<file path="config.mk">
export PLATFORM = sky130hd
export DESIGN_NAME = bisync_rx_framer
export DESIGN_NICKNAME = d
export VERILOG_FILES = /design/src/rtl/bisync_rx_framer.sv
export SDC_FILE = /design/constraint.sdc
export NUM_CORES = 1
export LEC_CHECK = 0
export ABC_AREA = 0
export BUFFER_PORTS_ARGS = -buffer_cell sky130_fd_sc_hd__buf_4
export CAP_MARGIN = 20
export CORE_ASPECT_RATIO = 0.5
export CORE_MARGIN = 2
export CORE_UTILIZATION = 45
export CTS_CLUSTER_SIZE = 14
export DETAILED_ROUTE_END_ITERATION = 8
export HOLD_SLACK_MARGIN = 0.05
export PLACE_DENSITY = 0.73
export SKIP_CTS_REPAIR_TIMING = 1
export SYNTH_ARGS = -nofsm -noshare
export SYNTH_HDL_FRONTEND = slang
export SYNTH_SLANG_ARGS = --single-unit
</file>
<file path="constraint.sdc">
create_clock -name clk -period 2.83 [get_ports clk]
set_input_delay 0.566 -clock clk [delete_from_list [all_inputs] [get_ports clk]]
set_output_delay 0.566 -clock clk [all_outputs]
set_load 0.01 [all_outputs]
</file>
<file path="src/rtl/bisync_rx_framer.sv">
module bisync_rx_framer #(
  parameter int DEPTH = 8,
  parameter logic [7:0] SYNC_CHAR = 8'h32,
  parameter logic [7:0] DLE_CHAR = 8'h10,
  localparam int IW = $clog2(DEPTH)
) (
  input  logic          clk,
  input  logic          rst_n,
  input  logic          in_valid,
  input  logic [7:0]    in_byte,
  input  logic          tbl_we,
  input  logic [IW-1:0] tbl_addr,
  input  logic [7:0]    tbl_chr,
  input  logic          tbl_last,
  input  logic          tbl_bcs,
  input  logic          tbl_hunt,
  input  logic          bcs_reset,
  input  logic          turnaround,
  input  logic          irq_mask,
  output logic          wr_valid,
  output logic [7:0]    wr_byte,
  output logic          char_irq,
  output logic          close_valid,
  output logic          close_crc_err,
  output logic [IW-1:0] close_idx,
  output logic          hunting
);

  localparam logic [1:0] S_HUNT = 2'd0, S_BLK = 2'd1, S_CK1 = 2'd2, S_CK2 = 2'd3;

  logic [7:0]       t_chr [DEPTH];
  logic [DEPTH-1:0] t_vld, t_last, t_bcs, t_hunt;

  logic [1:0]    st;
  logic [15:0]   crc, crc_nx;
  logic          lead, mask, p_hunt;
  logic [7:0]    ck_lo;
  logic [IW-1:0] p_idx;
  logic          hit, stop;
  logic [IW-1:0] hidx;

  function automatic logic [15:0] crc_step(input logic [15:0] c, input logic [7:0] d);
    logic [15:0] r;
    r = c ^ {8'h00, d};
    for (int b = 0; b < 8; b++)
      r = r[0] ? ((r >> 1) ^ 16'hA001) : (r >> 1);
    return r;
  endfunction

  assign crc_nx  = crc_step(crc, in_byte);
  assign hunting = (st == S_HUNT);

  always_comb begin
    hit  = 1'b0;
    hidx = '0;
    stop = 1'b0;
    for (int i = 0; i < DEPTH; i++) begin
      if (!stop && t_vld[i]) begin
        if (t_chr[i] == in_byte) begin
          hit  = 1'b1;
          hidx = IW'(i);
          stop = 1'b1;
        end else if (t_last[i]) begin
          stop = 1'b1;
        end
      end
    end
  end

  always_ff @(posedge clk or negedge rst_n) begin
    if (!rst_n) begin
      t_vld <= '0; t_last <= '0; t_bcs <= '0; t_hunt <= '0;
    end else if (tbl_we) begin
      t_vld[tbl_addr]  <= 1'b1;
      t_last[tbl_addr] <= tbl_last;
      t_bcs[tbl_addr]  <= tbl_bcs;
      t_hunt[tbl_addr] <= tbl_hunt;
    end
  end

  always_ff @(posedge clk)
    if (tbl_we) t_chr[tbl_addr] <= tbl_chr;

  always_ff @(posedge clk or negedge rst_n) begin
    if (!rst_n) begin
      st <= S_HUNT; crc <= '0; lead <= 1'b0; mask <= 1'b0;
      p_hunt <= 1'b0; p_idx <= '0; ck_lo <= '0;
      wr_valid <= 1'b0; wr_byte <= '0; char_irq <= 1'b0;
      close_valid <= 1'b0; close_crc_err <= 1'b0; close_idx <= '0;
    end else begin
      wr_valid    <= 1'b0;
      char_irq    <= 1'b0;
      close_valid <= 1'b0;
      if (irq_mask) mask <= 1'b1;
      if (turnaround) begin
        st <= S_HUNT;
      end else if (in_valid) begin
        case (st)
          S_HUNT: if (in_byte == SYNC_CHAR) begin
            st <= S_BLK; crc <= '0; lead <= 1'b1;
          end
          S_BLK: if (in_byte != SYNC_CHAR) begin
            wr_valid <= 1'b1;
            wr_byte  <= in_byte;
            char_irq <= !mask || hit;
            if (hit) begin
              mask <= 1'b0;
              if (t_bcs[hidx]) begin
                crc <= crc_nx; p_idx <= hidx; p_hunt <= t_hunt[hidx];
                lead <= 1'b0; st <= S_CK1;
              end else begin
                close_valid <= 1'b1; close_crc_err <= 1'b0; close_idx <= hidx;
                crc <= '0; lead <= 1'b1;
                st <= t_hunt[hidx] ? S_HUNT : S_BLK;
              end
            end else if (!(lead && in_byte == DLE_CHAR)) begin
              crc <= crc_nx; lead <= 1'b0;
            end
          end
          S_CK1: begin
            ck_lo <= in_byte; st <= S_CK2;
          end
          default: begin
            close_valid   <= 1'b1;
            close_crc_err <= ({in_byte, ck_lo} != crc);
            close_idx     <= p_idx;
            crc <= '0; lead <= 1'b1;
            st <= p_hunt ? S_HUNT : S_BLK;
          end
        endcase
      end
      if (bcs_reset) crc <= '0;
    end
  end

endmodule


</file>
==> results.md <==
* Status: finished with violations
* Failing checks: negative setup slack
* Count leader, synth: nand2_1
* Yosys top cell area share at 0.2932
* Largest net degree at the start of global routing at 43
* Average instance area after synthesis at 11.95 um2
* Clk root buf: clkbuf_16
* Post-synth EDFFs at 64
* Initial antenna violation count at 0
* Placed Cells at about 850
* Critical path class: register to register
* Min Tclk post-route at just over 3000 ps
* Die ar. at 15840 um2
* DP HPWL at ~11000 um
* Worst min-delay path class: primary input to async pin
* Setup violations, final at 28
* Boundary Pins at 45
* Synth cell types at 57
* Gpl congestion at 0.8505
* Die extent in x at between 150 and 200 um
* Final setup TNS at -5280 ps
* Vert. Die Dim at about 90 um
* Port Buffers at 44
* Vias at 4731
* H-tree depth at 4
* Reg2reg path depth at 12
* Cell Area, Synth at 6656 um2
* Proportion of layout cells with a drive suffix above 1 at 0.3285
* Unrepaired setup endpoints after global routing: true
* Fin cells at 886
* GRT overflow at 0
* Final Util at 0.5941
* Hold_ws at 154.2 ps
* VDD IR max at around 0.00042 V
* Clock transition at the registers of the reported paths at 60 ps
* Power Dens Cells at 617.3 nW/um2
* Post-synthesis sequential area ratio at 0.5820
* Relative slew slack at 0.6032
* ANT nets after route at 0
* Worst setup EP type: register
* Slowest cell on crit path: or4_4
* CTS sink cnt at about 140
* Crit start category: register
* Clock Skew at between 10 and 15 ps
* Ys flop type: dfrtp_1
* Hold Fails Final Rpt at 0
* Worst path required time at 3190 ps
* Slew @ Worst Pin at 595.2 ps
* DR DRC count at 0
* Crit path cell chain: xnor2_2 > nand2_1 > or4_4 > a222oi_1 > buf_4 > nand3_2 > nor4_2 > a21oi_1 > nor4b_4 > buf_12 > or4_4 > nand3_2
* First-pass DRT Iterations at 5
* Max Cap Violations at 0
* Ant diodes at 0
* Cell count after synthesis at 557
* WL final at 15680 um
* Crit path arrival time at 3450 ps
* Synth top area cells: dfrtp_1, edfxtp_1, xnor2_1
* Syn_nets at 586
* Number of global-route vias before repair at 4935
* FF-to-FF setup slack at -260 ps
* Nets at ~710
* Top cells by count, synth: nand2_1, dfrtp_1, xnor2_1
* Maximum clock path buffer count at 2
* Leak at 3.538 nW
* Synth area leader: dfrtp_1
* Wirelength per Cell at 17.70 um
* CTS tree: done
* Layout area overhead at 29.12%
* Core area at 14470 um2
* Critical Path Source: t_chr[7][7]
* Number of synthesized register bits at 142
* First DRT Iteration DRCs at 306
* Worst R2R End: close_idx[2]
* All-Layer GR Usage at 0.2098
* Setup ws final at -263.1 ps
* Total CTS buffers at 17
* Final worst-path cycle share at 1.093
* Clk_lat worst skew at between 400 and 500 ps
* CP peak stage delay at 550 ps
* Pins Over Slew Limit at 0
* First-pass GRT wire length at 25670 um
* Synth warnings at 0
* Crit-path max FO at 10
* Rows at 31
* Highest Clock Rate at 0.3233 GHz
* Starting density of the core at 0.4601
* FFs w/ async S/R, synth at 0.5493
* Crit Reg-Reg Startpoint: t_chr[7][7]
* Vias per cell at 5.340
==> per-layer routing <==
layer | part of all wire | vias up | GRT usage
li1 | - | 2216 | -
met2 | 0.48 | 111 | 0.3376
met3 | 0.048 | 21 | 0.04061
met1 | 0.45 | 2383 | 0.2858
met5 | 0 | - | 0
met4 | 0.015 | 0 | 0.07369
==> through the flow <==
stage | power, W | cell area (um2) | setup slack, ps
floorplan | 0.002715 | 6824 | -412.8
global placement | 0.002949 | 7823 | -642.9
detailed placement | 0.002967 | 7823 | -726.2
CTS | 0.005303 | 8437 | -390.0
global route | 0.005478 | 8594 | -364.0
finish | 0.005305 | 8594 | -263.1
==> layout make-up <==
type,count,area [um2]
fill,1116,5873
sequential,142,3874
multi-input combinational,384,2863
timing repair buffer,117,932.1
clock buffer,17,425.4
tap,198,247.7
clock inverter,13,188.9
inverter,14,56.30
timing repair inverter,1,7.507
==> flip-flops by register name, indices dropped and copies added (netlist names), 2 cells and up <==
signal	flops
ck_lo	8
t_hunt	8
p_idx	3
t_bcs	8
close_idx	3
t_last	7
t_vld	8
wr_byte	8
t_chr	64
crc	16
st	2
==> where the power goes <==
| group | switching, W | total, W | internal (W) |
|---|---|---|---|
| clock | 0.000868 | 0.00234 | 0.00147 |
| combinational | 0.000325 | 0.000621 | 0.000296 |
| sequential | 0.0000712 | 0.00234 | 0.00227 |
| total | 0.00126 | 0.00531 | 0.00404 |
==> worst max-delay path, delay by kind of cell, from the launching register on <==
| family | cells | cell delay [ps] |
|---|---|---|
| flip-flops | 1 | 410 |
| AO/OA/AOI/OAI | 2 | 400 |
| buffers and inverters | 2 | 330 |
| XOR/XNOR | 1 | 190 |
| AND/OR/NAND/NOR | 7 | 1700 |
==> how the worst max path moves through the flow <==
stage	to	cells after the start
after floorplan	p_idx[0]	11
after global placement	close_idx[2]	14
after detailed placement	close_idx[2]	14
after CTS	crc[10]	13
after global routing	p_idx[2]	14
final	close_idx[2]	12
==> logic make-up (layout without fill, tap and decap cells) <==
kind of cell           after synthesis  count (layout)  synth area share
AND/OR/NAND/NOR                    183             183            0.1348
flip-flops                         142             142            0.5820
XOR/XNOR                           103             103            0.1355
AO/OA/AOI/OAI                       69              69           0.07594
buffers and inverters               31             162           0.02293
multiplexers                        29              29           0.04887
==> cells in the final DEF, fill, tap and decap left out, drive strengths merged, types with 13 or more instances in the layout <==
| cell type | instances |
|---|---|
| xnor2 | 68 |
| nor2 | 14 |
| dfrtp | 78 |
| o21ai | 18 |
| edfxtp | 64 |
| inv | 16 |
| nand2 | 91 |
| xor2 | 35 |
| clkbuf | 17 |
| nand4 | 15 |
| mux2 | 22 |
| buf | 117 |
| nor3 | 13 |
Note: power is estimated with default switching activity, not from simulation.
